## config.mk

```make
export PLATFORM = sky130hd
export DESIGN_NAME = i2c_srx_top
export DESIGN_NICKNAME = d
export VERILOG_FILES = /design/src/rtl/i2c_srx_pkg.sv /design/src/rtl/i2c_srx_sync.sv /design/src/rtl/i2c_srx_fsm.sv /design/src/rtl/i2c_srx_regs.sv /design/src/rtl/i2c_srx_top.sv
export SDC_FILE = /design/constraint.sdc
export NUM_CORES = 1
export LEC_CHECK = 0
export BUFFER_PORTS_ARGS = -buffer_cell sky130_fd_sc_hd__buf_2
export CORE_ASPECT_RATIO = 0.9
export CORE_UTILIZATION = 55
export CTS_CLUSTER_DIAMETER = 150
export DETAILED_ROUTE_END_ITERATION = 8
export PLACE_DENSITY = 0.75
export SETUP_SLACK_MARGIN = 0.3
export SLEW_MARGIN = 10
export SYNTH_ARGS = -nofsm -noshare
export SYNTH_HDL_FRONTEND = slang
export SYNTH_SLANG_ARGS = --single-unit
```

## constraint.sdc

```tcl
create_clock -name clk -period 2 [get_ports clk]
set_input_delay 0.5 -clock clk [delete_from_list [all_inputs] [get_ports clk]]
set_output_delay 0.5 -clock clk [all_outputs]
set_load 0.02 [all_outputs]
```

## src/rtl/i2c_srx_pkg.sv

```systemverilog
package i2c_srx_pkg;
    localparam int BYTE_W = 8;
    localparam int CNT_W  = $clog2(BYTE_W);

    localparam logic [7:0] ST_OWN_ACK   = 8'h60;
    localparam logic [7:0] ST_GC_ACK    = 8'h70;
    localparam logic [7:0] ST_OWN_DACK  = 8'h80;
    localparam logic [7:0] ST_OWN_DNACK = 8'h88;
    localparam logic [7:0] ST_GC_DACK   = 8'h90;
    localparam logic [7:0] ST_GC_DNACK  = 8'h98;
    localparam logic [7:0] ST_END       = 8'hA0;
    localparam logic [7:0] ST_IDLE      = 8'hF8;

    localparam int B_EN  = 6;
    localparam int B_STA = 5;
    localparam int B_STO = 4;
    localparam int B_SI  = 3;
    localparam int B_AA  = 2;

    typedef enum logic [3:0] {
        P_IDLE, P_ADDR, P_AACK_PEND, P_AACK, P_HOLD,
        P_DATA, P_DACK_PEND, P_DACK, P_SKIP
    } phase_e;
endpackage

```

## src/rtl/i2c_srx_sync.sv

```systemverilog
module i2c_srx_sync #(
    parameter int STAGES = 2,
    parameter int LINES  = 2
) (
    input  logic             clk,
    input  logic             rst_n,
    input  logic [LINES-1:0] line_i,
    output logic [LINES-1:0] level_o,
    output logic [LINES-1:0] prev_o
);
    for (genvar g = 0; g < LINES; g++) begin : g_line
        logic [STAGES-1:0] chain_q;
        logic              prev_q;
        always_ff @(posedge clk or negedge rst_n) begin
            if (!rst_n) begin
                chain_q <= '1;
                prev_q  <= 1'b1;
            end else begin
                chain_q <= {chain_q[STAGES-2:0], line_i[g]};
                prev_q  <= chain_q[STAGES-1];
            end
        end
        assign level_o[g] = chain_q[STAGES-1];
        assign prev_o[g]  = prev_q;
    end
endmodule

```

## src/rtl/i2c_srx_fsm.sv

```systemverilog
module i2c_srx_fsm
    import i2c_srx_pkg::*;
(
    input  logic        clk,
    input  logic        rst_n,
    input  logic        scl_s,
    input  logic        scl_p,
    input  logic        sda_s,
    input  logic        sda_p,
    input  logic        en_i,
    input  logic        aa_i,
    input  logic        si_i,
    input  logic [6:0]  own_i,
    input  logic        gc_en_i,
    output logic        si_set_o,
    output logic [7:0]  code_o,
    output logic        data_we_o,
    output logic [7:0]  data_o,
    output logic        sda_pull_o,
    output logic        scl_pull_o
);
    typedef struct packed {
        phase_e             ph;
        logic [CNT_W-1:0]   cnt;
        logic [BYTE_W-1:0]  sh;
        logic               gc;
        logic               ack;
    } fsm_t;

    fsm_t cur_q, nxt_d;

    logic scl_rise, scl_fall, start_c, stop_c, addressed;
    logic [BYTE_W-1:0] byte_c;
    logic own_hit, gc_hit;

    assign scl_rise  = scl_s & ~scl_p;
    assign scl_fall  = ~scl_s & scl_p;
    assign start_c   = scl_s & scl_p & ~sda_s & sda_p;
    assign stop_c    = scl_s & scl_p & sda_s & ~sda_p;
    assign addressed = (cur_q.ph == P_DATA) || (cur_q.ph == P_DACK_PEND) || (cur_q.ph == P_DACK);
    assign byte_c    = {cur_q.sh[BYTE_W-2:0], sda_s};
    assign own_hit   = (byte_c[7:1] == own_i) && !byte_c[0];
    assign gc_hit    = (byte_c == 8'h00) && gc_en_i;

    always_comb begin
        nxt_d     = cur_q;
        si_set_o  = 1'b0;
        code_o    = ST_IDLE;
        data_we_o = 1'b0;
        if (!en_i) begin
            nxt_d.ph = P_IDLE;
        end else if (start_c) begin
            if (addressed) begin
                si_set_o = 1'b1;
                code_o   = ST_END;
            end
            nxt_d.ph  = P_ADDR;
            nxt_d.cnt = '0;
        end else if (stop_c) begin
            if (addressed) begin
                si_set_o = 1'b1;
                code_o   = ST_END;
            end
            nxt_d.ph = P_IDLE;
        end else begin
            case (cur_q.ph)
                P_ADDR: if (scl_rise) begin
                    nxt_d.sh  = byte_c;
                    nxt_d.cnt = cur_q.cnt + 1'b1;
                    if (cur_q.cnt == CNT_W'(BYTE_W-1)) begin
                        if (aa_i && (own_hit || gc_hit)) begin
                            nxt_d.ph = P_AACK_PEND;
                            nxt_d.gc = !own_hit;
                        end else begin
                            nxt_d.ph = P_SKIP;
                        end
                    end
                end
                P_AACK_PEND: if (scl_fall) nxt_d.ph = P_AACK;
                P_AACK: if (scl_fall) begin
                    si_set_o = 1'b1;
                    code_o   = cur_q.gc ? ST_GC_ACK : ST_OWN_ACK;
                    nxt_d.ph = P_HOLD;
                end
                P_HOLD: if (!si_i) begin
                    nxt_d.ph  = P_DATA;
                    nxt_d.cnt = '0;
                end
                P_DATA: if (scl_rise) begin
                    nxt_d.sh  = byte_c;
                    nxt_d.cnt = cur_q.cnt + 1'b1;
                    if (cur_q.cnt == CNT_W'(BYTE_W-1)) begin
                        nxt_d.ph  = P_DACK_PEND;
                        nxt_d.ack = aa_i;
                    end
                end
                P_DACK_PEND: if (scl_fall) nxt_d.ph = P_DACK;
                P_DACK: if (scl_fall) begin
                    si_set_o  = 1'b1;
                    data_we_o = 1'b1;
                    case ({cur_q.gc, cur_q.ack})
                        2'b01:   code_o = ST_OWN_DACK;
                        2'b00:   code_o = ST_OWN_DNACK;
                        2'b11:   code_o = ST_GC_DACK;
                        default: code_o = ST_GC_DNACK;
                    endcase
                    nxt_d.ph = cur_q.ack ? P_HOLD : P_SKIP;
                end
                default: ;
            endcase
        end
    end

    always_ff @(posedge clk or negedge rst_n) begin
        if (!rst_n) cur_q <= '{ph: P_IDLE, cnt: '0, sh: '0, gc: 1'b0, ack: 1'b0};
        else        cur_q <= nxt_d;
    end

    assign data_o     = cur_q.sh;
    assign sda_pull_o = (cur_q.ph == P_AACK) || ((cur_q.ph == P_DACK) && cur_q.ack);
    assign scl_pull_o = (cur_q.ph == P_HOLD) && si_i;

    AST_ACK_DRIVE_SCL_LOW: assert property (@(posedge clk) disable iff (!rst_n)
        $rose(sda_pull_o) |-> !scl_s);
    AST_NO_ADDR_ACK_WITHOUT_AA: assert property (@(posedge clk) disable iff (!rst_n)
        (cur_q.ph == P_ADDR && scl_rise && !start_c && !stop_c && en_i && !aa_i
         && cur_q.cnt == CNT_W'(BYTE_W-1)) |=> (cur_q.ph == P_SKIP));
    AST_NACK_RELEASES_SDA: assert property (@(posedge clk) disable iff (!rst_n)
        (cur_q.ph == P_DACK_PEND && !cur_q.ack) |=> !sda_pull_o);
endmodule

```

## src/rtl/i2c_srx_regs.sv

```systemverilog
module i2c_srx_regs
    import i2c_srx_pkg::*;
(
    input  logic        clk,
    input  logic        rst_n,
    input  logic        reg_wr,
    input  logic [1:0]  reg_sel,
    input  logic [7:0]  reg_wdata,
    output logic [7:0]  reg_rdata,
    input  logic        si_set_i,
    input  logic [7:0]  code_i,
    input  logic        data_we_i,
    input  logic [7:0]  data_i,
    output logic        en_o,
    output logic        aa_o,
    output logic        si_o,
    output logic [6:0]  own_o,
    output logic        gc_en_o
);
    localparam logic [7:0] CTRL_MASK = 8'h7C;

    typedef struct packed {
        logic [7:0] ctrl;
        logic [7:0] own;
        logic [7:0] stat;
        logic [7:0] rx;
    } regs_t;

    regs_t r_q, r_d;

    always_comb begin
        r_d = r_q;
        if (reg_wr) begin
            case (reg_sel)
                2'd0: r_d.ctrl = r_q.ctrl | (reg_wdata & CTRL_MASK);
                2'd1: r_d.ctrl = r_q.ctrl & ~(reg_wdata & CTRL_MASK);
                2'd3: r_d.own  = reg_wdata;
                default: ;
            endcase
        end
        if (si_set_i) begin
            r_d.ctrl[B_SI] = 1'b1;
            r_d.stat       = code_i;
        end
        if (data_we_i) r_d.rx = data_i;
    end

    always_ff @(posedge clk or negedge rst_n) begin
        if (!rst_n) r_q <= '{ctrl: 8'h00, own: 8'h00, stat: ST_IDLE, rx: 8'h00};
        else        r_q <= r_d;
    end

    always_comb begin
        case (reg_sel)
            2'd0:    reg_rdata = r_q.ctrl;
            2'd1:    reg_rdata = r_q.ctrl[B_SI] ? r_q.stat : ST_IDLE;
            2'd2:    reg_rdata = r_q.rx;
            default: reg_rdata = r_q.own;
        endcase
    end

    assign en_o    = r_q.ctrl[B_EN];
    assign aa_o    = r_q.ctrl[B_AA];
    assign si_o    = r_q.ctrl[B_SI];
    assign own_o   = r_q.own[7:1];
    assign gc_en_o = r_q.own[0];

    AST_SI_SET_WINS: assert property (@(posedge clk) disable iff (!rst_n)
        si_set_i |=> si_o);
    AST_UNUSED_CTRL_ZERO: assert property (@(posedge clk) disable iff (!rst_n)
        (reg_wr && reg_sel == 2'd0) |=> (r_q.ctrl[7] == 1'b0 && r_q.ctrl[1:0] == 2'b00));
endmodule

```

## src/rtl/i2c_srx_top.sv

```systemverilog
module i2c_srx_top
    import i2c_srx_pkg::*;
#(
    parameter int SYNC_STAGES = 2
) (
    input  logic       clk,
    input  logic       rst_n,
    input  logic       scl_i,
    input  logic       sda_i,
    output logic       scl_pull,
    output logic       sda_pull,
    input  logic       reg_wr,
    input  logic [1:0] reg_sel,
    input  logic [7:0] reg_wdata,
    output logic [7:0] reg_rdata
);
    logic [1:0] lvl, prv;
    logic en, aa, si, gc_en, si_set, data_we;
    logic [6:0] own;
    logic [7:0] code, rx_byte;

    i2c_srx_sync #(.STAGES(SYNC_STAGES), .LINES(2)) u_sync (
        .clk(clk), .rst_n(rst_n), .line_i({scl_i, sda_i}),
        .level_o(lvl), .prev_o(prv)
    );

    i2c_srx_fsm u_fsm (
        .clk(clk), .rst_n(rst_n),
        .scl_s(lvl[1]), .scl_p(prv[1]), .sda_s(lvl[0]), .sda_p(prv[0]),
        .en_i(en), .aa_i(aa), .si_i(si), .own_i(own), .gc_en_i(gc_en),
        .si_set_o(si_set), .code_o(code), .data_we_o(data_we), .data_o(rx_byte),
        .sda_pull_o(sda_pull), .scl_pull_o(scl_pull)
    );

    i2c_srx_regs u_regs (
        .clk(clk), .rst_n(rst_n),
        .reg_wr(reg_wr), .reg_sel(reg_sel), .reg_wdata(reg_wdata), .reg_rdata(reg_rdata),
        .si_set_i(si_set), .code_i(code), .data_we_i(data_we), .data_i(rx_byte),
        .en_o(en), .aa_o(aa), .si_o(si), .own_o(own), .gc_en_o(gc_en)
    );

    AST_HOLD_FOLLOWS_ACK: assert property (@(posedge clk) disable iff (!rst_n)
        $rose(scl_pull) |-> $past(sda_pull));
    AST_HOLD_NEEDS_FLAG: assert property (@(posedge clk) disable iff (!rst_n)
        $fell(si) |-> !scl_pull);
endmodule

```

Yosys cells after proc, flatten, opt, wreduce, memory -nomap -nowiden
Cells that the tools add are included.
- bits in registers: 55
- word-level logic and storage cells: 138
- add/sub/neg operators: 1
- mux-type cells: 49
- bitwise gates (word level): 16
- reduce and logical (&&, ||, !) cells: 28
- eq/ne operators: 30
- operators by type and width (kind ; number):
    8-bit two-way mux ; 6
    8-bit one-hot mux with 2 select lines ; 3
    5-bit inequality test, second input constant ; 9
    4-bit two-way mux ; 10
    7-bit two-way mux ; 4
    4-bit one-hot mux with 7 select lines ; 1
    8-bit one-hot mux with 3 select lines ; 1
    6-bit AND reduction ; 3
    1-bit two-way mux ; 17
    4-bit by 3-bit == test with 1-bit output, second input constant ; 4
    16-bit two-way mux ; 1
    15-bit two-way mux ; 1
    5-bit one-hot mux with 3 select lines ; 1
    13-bit two-way mux ; 1
    12-bit two-way mux ; 1
    10-bit inequality test, second input constant ; 1
    10-bit AND reduction ; 1
    3-bit one-hot mux with 3 select lines ; 1
    8-bit AND ; 1
    4-bit by 2-bit == test with 1-bit output, second input constant ; 2
    8-bit logical NOT ; 1
    7-bit NOT with 8-bit output ; 1
    8-bit by 7-bit OR with 8-bit output ; 1
    1-bit AND ; 7
    other kinds (21) ; 45

Depth between registers and ports, before layout
Gate-level depths: netlist of run 1.
- depth after elaboration: 11
- mapped depth: 7
- mapped depth without buffers: 6

Hierarchy
From an unflattened synthesis of run 1, not the netlist that was laid out.
- cell total of the unflattened synthesis: 264
- area, all modules: 2847.7 um^2
- by module, submodules not included (module ; sequential area each (um^2) ; cells an instance ; area an instance (um^2) ; times used):
    i2c_srx_regs ; 732.0 ; 115 ; 1428.9 ; 1
    i2c_srx_fsm ; 425.4 ; 139 ; 1231.2 ; 1
    i2c_srx_sync ; 157.7 ; 10 ; 187.7 ; 1

Worst setup path after synthesis of run 1
OpenSTA, ideal clock, no wires.
- path type: input to output
- start: in reg_sel[0]
- end: out reg_rdata[4]
- arrival time: 1.559 ns
- stages: 4
- slack: -0.059 ns
- path buffers: 2
- data required time: 1.500 ns
- path through: buf_2 > clkbuf_1 > o22ai_1 > o21ai_0
- longest elaborated chain between the ends: 2
- elaborated cells on any way between the ends: 4
- classes of those cells: 2 x eq/ne; 1 x mux; 1 x reduce/logical
- ends and longest elaborated chain (what ; RTL line ; RTL):
    start, declared ; i2c_srx_top.sv:13 ; input logic [1:0] reg_sel,
    2-bit == test, or another cell as far along ; i2c_srx_regs.sv:54 ; case (reg_sel)
    8-bit one-hot mux with 3 select lines (*) ; i2c_srx_regs.sv:54 ;
    end, declared ; i2c_srx_top.sv:15 ; output logic [7:0] reg_rdata
Mark *: on every way between the ends. The rest lies on a longest branch, timed or not.

Final worst setup path of run 1
- start: reg u_regs.r_q[11] (netlist name)
- end: out reg_rdata[3]
- longest elaborated chain between the ends: 2
- ends and longest elaborated chain (what ; RTL line ; RTL):
    start, declared ; i2c_srx_regs.sv:29 ; regs_t r_q, r_d;
    start signal, assigned ; i2c_srx_regs.sv:49 ; if (!rst_n) r_q <= '{ctrl: 8'h00, own: 8'h00, stat: ST_IDLE, rx: 8'h00};
    start signal, assigned ; i2c_srx_regs.sv:50 ; else r_q <= r_d;
    8-bit two-way mux ; i2c_srx_regs.sv:56 ; 2'd1: reg_rdata = r_q.ctrl[B_SI] ? r_q.stat : ST_IDLE;
    8-bit one-hot mux with 3 select lines ; i2c_srx_regs.sv:54 ;
No other way between the ends.

==> results by group, run 1 <==
Die
  – Core Footprint: 4184 sq um
  – Initial core utilization: 58.73%
  – Die Area: 4740 sq um
  – IO Count: 25
  – Die Y: 65.41 microns
  – Row cnt: 22
  – Die width: 72.46 microns

STA
  – Setup violators final: 0
  – RSZ-0062 raised after global routing: yes
  – Setup TNS Final: 0 ns
  – Slew Limit Fails: 0
  – Max-slew headroom: 72.66%
  – Final hold violations: 0
  – Worst-Margin Slew: 0.4089 ns
  – Final Cycle Share: 98.09%
  – Minimum clock period: 1.962 ns
  – Fmax: 509.7 MHz
  – Skew final: 0.01510 ns

Global routing
  – First-pass GRT wire length: 9218 microns
  – Largest net degree at the start of global routing: 50
  – GRT Util Overall: 26.28%
  – Grt ovf: 0
  – Initial antenna violation count: 0
  – Vias in the first global route: 1851

Yosys
  – Syn nets: 256
  – Post-synth top flop: dfrtp_1
  – Mapped cell area: 2457 sq um
  – Share of the synthesized area in the top cell type: 38.70%
  – Syn_area_per_cell: 10.28 sq um
  – Synth Instances: 239
  – Mux contribution to synthesized area: 13.85%
  – Post-Synth Adder-Cell Area: 1.018%
  – Most numerous cell in the Yosys netlist: nand2_1
  – Ys async rst share: 100.0%
  – Sequential area share after synthesis: 50.46%
  – Area contributors post-synth: dfrtp_1 39%, dfstp_2 12%, mux2_2 10%, nand2_1 7.3%, o21ai_0 3.1%
  – Synth Area in Compound Gates: 10.08%
  – Largest family of logic cells by synthesized area: simple AND/OR/NAND/NOR gates
  – Synth Register Bits: 49
  – Synth Area in XOR/XNOR: 3.208%
  – Number of synthesized flops with an enable pin: 0
  – YS warnings: 0
  – Simple-Gate Fraction of Synth Area: 18.23%
  – Post-synth top cells: 48 x nand2_1, 38 x dfrtp_1, 22 x mux2_2
  – Yosys cell types: 46
  – Largest area contributor in the netlist: dfrtp_1

Layout
  – Ant diodes: 0
  – Final non-filler cell total: 358
  – Layout cells sized above 1: 47.32%
  – Final Net Count: 314
  – Area Overhead vs Synth: 34.62%

Power and ir drop
  – Pleak: 1.542 nW
  – VDD IR max: 0.5308 mV
  – Final Power: 2.212 mW
  – Pwr Density: 668.6 nW/um^2

Detailed routing
  – Drt first-iter violations: 232
  – DRC: 0
  – First drt pass iteration count: 4
  – Routed vias: 2068
  – Average via count per standard cell: 5.777
  – Total Routed Length: 6404 microns
  – Wire per inst: 17.89 microns
  – Detail Route Antenna Nets: 0

Hold path
  – Worst min path class: primary input to asynchronous set/reset pin

Worst setup path
  – Worst-path fanout max: 2
  – CP arrival: 1.46 ns
  – Critical Path End Type: output port
  – Worst EP required: 1.50 ns
  – Crit path launch type: flip-flop
  – WS Path Type: flip-flop to output port

Clocking
  – Clock Path Buffers: 2
  – CTS buffer count: 5
  – CTS clk-pin slew, worst paths: 0.09 ns
  – Worst skew pair latency: 0.31 ns
  – CTS tree: built
  – Clk sinks: 49
  – Post-CTS Hold Buffers: 0
  – CTS root buf: clkbuf_8
  – H-tree Lvls: 2

Status
  – Status: finished, final reports clean

Placed design
  – Dpl cells: 321
  – Dpl hpwl: 3598 microns
  – PortBufs: 24
  – Global placer's final weighted congestion: 0.8747

Flow run
  – Max cap viols: 0
==> state kept, by name, summed over array words and instances (netlist names), named ones only <==
register               flops
u_regs.r_q                13
u_fsm.cur_q                9
u_fsm.data_o               8
u_regs.si_o                1
u_regs.gc_en_o             1
u_sync.g_line.prev_q       2
u_sync.g_line.chain_q      4
u_regs.own_o               7
==> cell usage in the layout, fill, tap and decap left out, types with 2 or more instances in the layout <==
cell type  synthesis  final
nor4_1             4      3
inv_1              8      8
nor3_4             0      2
o21ai_0           15      9
nand3_1            6      6
nand2_2            0      4
xor2_1             7      7
nand4b_1           2      2
dfrtp_1           38     33
mux2_4             0      7
clkbuf_8           0      6
o21ai_2            0      6
nand3_4            1      2
dfstp_2           11     11
clkbuf_1           4      2
buf_2              2     13
nor2_1            11     10
nand2_4            0      3
nor3_1             4      2
a211oi_2           1      2
ha_1               2      2
buf_4              3     31
dfrtp_2            0      5
o22a_1             2      2
a21oi_1            4      3
buf_6              0     11
mux2i_1            7      7
a31oi_1            2      2
nor2b_1            5      4
buf_12             0      3
mux2_2            22     15
nand2_1           48     41
==> path summary, 6_finish.rpt <==
path / slack, ns / end / depth (start not counted) / startpoint
hold / removal: 0.16 / u_fsm.cur_q[15] / 2 / rst_n
hold reg to reg: 0.36 / u_sync.g_line[1].chain_q[1] / 0 / u_sync.g_line[1].chain_q[0]
setup / recovery: 0.04 / reg_rdata[3] / 3 / u_regs.r_q[11]
max in group asynchronous: 1.55 / u_sync.g_line[0].chain_q[1] / 2 / rst_n
setup reg to reg: 0.10 / u_regs.r_q[11] / 6 / u_fsm.cur_q[16]
min in group clk: 0.30 / u_sync.g_line[1].chain_q[0] / 1 / scl_i
==> repair_timing <==
item / in CTS / in global routing
pin swaps: 9 / 16
gates resized for setup: 41 / 37
setup endpoints to repair: 19 / 31
gates cloned: 2 / 0
setup buffers: 14 / 13
==> power breakdown <==
group | internal (mW) | leakage (nW) | switching, mW
Combinational | 0.242 | 0.886 | 0.219
Sequential | 1.06 | 0.611 | 0.0834
Clock | 0.283 | 0.0455 | 0.323
==> per-stage QoR <==
stage | setup slack [ns] | util, % | instance area (sq um) | hold WS [ns]
2_1_floorplan | 0.2982 | - | 2479 | 0.2044
3_3_place_gp | 0.09627 | 64.47 | 2698 | 0.3460
3_5_place_dp | 0.06188 | 64.47 | 2698 | 0.3468
4_1_cts | 0.05553 | 73.39 | 3070 | 0.1730
5_1_grt | 0.01783 | 79.07 | 3308 | 0.1753
6_report | 0.03818 | 79.07 | 3308 | 0.1556
==> worst max-delay path, cell delays in order (launching register included) <==
cell      delay (ns)
dfstp_2         0.39
nand2b_4        0.13
mux4_2          0.48
buf_6           0.15
==> routing by layer <==
| layer | global-route usage, % | share of wire (%) | up-vias |
|---|---|---|---|
| met4 | 7.598 | 1.3 | 0 |
| met1 | 36.72 | 45 | 1021 |
| met5 | 0 | 0 | - |
| met2 | 42.17 | 48 | 83 |
| met3 | 4.601 | 5.8 | 9 |
| li1 | - | - | 955 |
==> area by class of cell <==
class                           count  area (sq um)
Timing Repair Buffer               59         509.2
Multi-Input combinational cell    174          1358
Fill cell                         253         875.8
Inverter                            8         30.03
Sequential cell                    49          1246
Tap cell                           60         75.07
Clock buffer                        8         90.09
==> logic make-up (layout without fill, tap and decap cells) <==
| kind of cell | after synthesis | count (layout) |
|---|---|---|
| buf+inv | 17 | 75 |
| mux | 30 | 30 |
| xor+xnor | 9 | 9 |
| flops | 49 | 49 |
| fa+ha+maj | 2 | 2 |
| compound gates | 39 | 39 |
| simple gates | 93 | 94 |
No activity file was read; power rests on OpenSTA's default activity.
==> run 2, diff against run 1 <==
--- a/config.mk
+++ b/config.mk
@@ -8,6 +8,7 @@
 export BUFFER_PORTS_ARGS = -buffer_cell sky130_fd_sc_hd__buf_2
 export CORE_ASPECT_RATIO = 0.9
 export CORE_UTILIZATION = 55
+export CTS_BUF_LIST = sky130_fd_sc_hd__clkbuf_4
 export CTS_CLUSTER_DIAMETER = 150
 export DETAILED_ROUTE_END_ITERATION = 8
 export PLACE_DENSITY = 0.75
==> run 2 against run 1 <==
The flow now finishes with violations (setup timing); final cell count did not move; first-iteration DRC count grew 19%; sequential power about the same; combinational power rose by 5.0%; worst hold slack lost 0.093 ns; critical path depth is the same; via count grew 2.7%; wire length rose by 6.6%; register-to-register slack better by 0.11 ns; sequential share of layout area fell by 0.45 points; die area is the same; non-clock buffer count unchanged; largest power group unchanged; highest routed layer unchanged.
==> results by group, run 2 (synthesized netlist as in run 1, its figures left out) <==
Layout
  – Final non-filler cell total: 358 (unchanged)
  – Layout cells sized above 1: 48.32% (was 47.32%)
  – Commonest non-fill, non-tap cell in the layout: nand2_1 (unchanged)
  – Sequential cell area: 1246 sq um (unchanged)
  – Fill count: 260 (was 253)
  – Core Util, Final: 80.02% (was 79.07%)
  – Final Net Count: 314 (unchanged)
  – Area occupied by multi-input gates: 1423 sq um (was 1358 sq um)
  – Largest register FFs: 13 (unchanged)
  – Most flops, register: u_regs.r_q (unchanged)
  – Area Overhead vs Synth: 36.25% (was 34.62%)
  – Most frequent cells in the layout: 44 x nand2_1, 33 x dfrtp_1, 30 x buf_4 (was 41 x nand2_1, 33 x dfrtp_1, 31 x buf_4)
  – Ant diodes: 0 (unchanged)

Power and ir drop
  – Final Power: 2.101 mW (was 2.212 mW)
  – Pwr Density: 627.6 nW/um^2 (was 668.6 nW/um^2)
  – VDD IR max: 0.5456 mV (was 0.5308 mV)
  – Pleak: 1.523 nW (was 1.542 nW)

Clocking
  – CTS root buf: clkbuf_4 (was clkbuf_8)
  – CTS tree: built (unchanged)
  – Clk sinks: 49 (unchanged)
  – CTS clk-pin slew, worst paths: 0.15 ns (was 0.09 ns)
  – H-tree Lvls: 2 (unchanged)
  – CTS buffer count: 5 (unchanged)
  – Post-CTS Hold Buffers: 0 (unchanged)
  – Worst skew pair latency: 0.38 ns (was 0.31 ns)
  – Clock Path Buffers: 2 (unchanged)

STA
  – Hold Slack: 0.06286 ns (was 0.1556 ns)
  – Max-slew headroom: 72.63% (was 72.66%)
  – Skew final: 0.03401 ns (was 0.01510 ns)
  – RSZ-0062 raised after global routing: yes (unchanged)
  – PnR worst setup slack: -0.05852 ns (was 0.03818 ns)
  – Final hold violations: 0 (unchanged)
  – Final Cycle Share: 102.9% (was 98.09%)
  – Fmax: 485.8 MHz (was 509.7 MHz)
  – Setup TNS Final: -0.05852 ns (was 0 ns)
  – Minimum clock period: 2.059 ns (was 1.962 ns)
  – Worst-Margin Slew: 0.4094 ns (was 0.4089 ns)
  – Slew Limit Fails: 0 (unchanged)
  – Setup violators final: 1 (was 0)

Worst setup path
  – Crit path buffers/inverters: 1 (unchanged)
  – Critical path's top delay family: multiplexers (unchanged)
  – Crit path launch type: flip-flop (unchanged)
  – Critical-path cell list: nand2b_4 > mux4_2 > buf_6 (unchanged)
  – Worst r2r path cells: 8 (was 6)
  – Worst r2r dst: u_fsm.cur_q[15] (was u_regs.r_q[11])
  – CP arrival: 1.56 ns (was 1.46 ns)
  – WS Path Type: flip-flop to output port (unchanged)
  – Worst-path fanout max: 2 (unchanged)
  – Worst R2R Start: u_regs.si_o (was u_fsm.cur_q[16])
  – CP startpoint: u_regs.r_q[11] (unchanged)
  – Worst EP required: 1.50 ns (about the same)
  – R2R setup slack: 0.21 ns (was 0.10 ns)
  – Critical Path End Type: output port (unchanged)
  – Crit-path max cell delay: 0.49 ns (was 0.48 ns)
  – Slowest stage cell, crit path: mux4_2 (unchanged)

Die
  – Row cnt: 22 (unchanged)
  – Initial core utilization: 58.73% (unchanged)
  – Die width: 72.46 microns (unchanged)
  – IO Count: 25 (unchanged)
  – Core Footprint: 4184 sq um (unchanged)
  – Die Area: 4740 sq um (unchanged)
  – Die Y: 65.41 microns (unchanged)

Global routing
  – Largest net degree at the start of global routing: 50 (unchanged)
  – Vias in the first global route: 1909 (was 1851)
  – GRT Util Overall: 27.60% (was 26.28%)
  – Initial antenna violation count: 0 (unchanged)
  – Grt ovf: 0 (unchanged)
  – First-pass GRT wire length: 9584 microns (was 9218 microns)

Status
  – Failing checks: setup timing
  – Status: finished, violations left (was finished, final reports clean)

Detailed routing
  – Routed vias: 2124 (was 2068)
  – Drt first-iter violations: 277 (was 232)
  – Total Routed Length: 6829 microns (was 6404 microns)
  – First drt pass iteration count: 5 (was 4)
  – Detail Route Antenna Nets: 0 (unchanged)
  – Wire per inst: 19.08 microns (was 17.89 microns)
  – DRC: 0 (unchanged)
  – Average via count per standard cell: 5.933 (was 5.777)

Placed design
  – PortBufs: 24 (unchanged)
  – Dpl hpwl: 3598 microns (unchanged)
  – Dpl cells: 321 (unchanged)
  – Global placer's final weighted congestion: 0.8747 (unchanged)

Flow run
  – Max cap viols: 0 (unchanged)

Hold path
  – Worst min path class: primary input to asynchronous set/reset pin (unchanged)
run 2: cell count changes in the layout (fill, tap and decap cells not counted), sizes merged:
cell	delta
buf	-1
bufbuf	+1
clkbuf	-1
clkinv	+1
run 2: worst max path at each step:
stage / cells after the start / slack, ns / to
finish: 3 / -0.06 / reg_rdata[3]
global route: 3 / -0.09 / reg_rdata[3]
CTS: 3 / -0.02 / reg_rdata[3]
detailed placement: 6 / 0.06 / reg_rdata[4]
global placement: 6 / 0.1 / reg_rdata[7]
floorplan: 2 / 0.30 / reg_rdata[0]
run 2: repair_timing:
action,CTS,global route
gates cloned,2,0
endpoints found under the setup margin,19,32
resized for setup,47,41
buffers inserted,15,12
endpoints found under the hold margin,0,0
pin swaps,10,16
run 2: routing by layer:
| layer | track usage, % | share of wire [%] | up-vias |
|---|---|---|---|
| met5 | 0 | 0 | - |
| met4 | 6.127 | 3.6 | 0 |
| met3 | 7.669 | 6.2 | 33 |
| met2 | 45.21 | 48 | 119 |
| met1 | 36.65 | 42 | 1020 |
| li1 | - | - | 952 |
run 2: layout make-up:
class	count	area share [%]
Multi-Input combinational cell	174	42.49
Sequential cell	49	37.22
Timing Repair Buffer	59	15.47
Tap cell	60	2.242
Clock buffer	7	1.570
Inverter	8	0.8969
Clock inverter	1	0.1121
run 2: worst register-to-register path: stages (launching register included):
cell and delay (ns):
dfrtp_2 0.49, buf_4 0.16, buf_6 0.12, nor3b_4 0.24, a211oi_2 0.06, a211oi_2 0.35
buf_4 0.18, a22oi_1 0.05, nor2_1 0.10
run 2: where the power goes:
part | switching (mW) | total [mW] | internal [mW]
combinational | 0.232 | 0.483 | 0.252
clock | 0.306 | 0.469 | 0.163
sequential | 0.0861 | 1.15 | 1.06
total | 0.624 | 2.10 | 1.48
run 2: metrics by stage:
stage               setup WS, ns  instance area (sq um)
finish                  -0.05852                   3348
floorplan                 0.2982                   2479
CTS                     -0.02160                   3070
global route            -0.09425                   3348
detailed placement       0.06188                   2698
global placement         0.09627                   2698
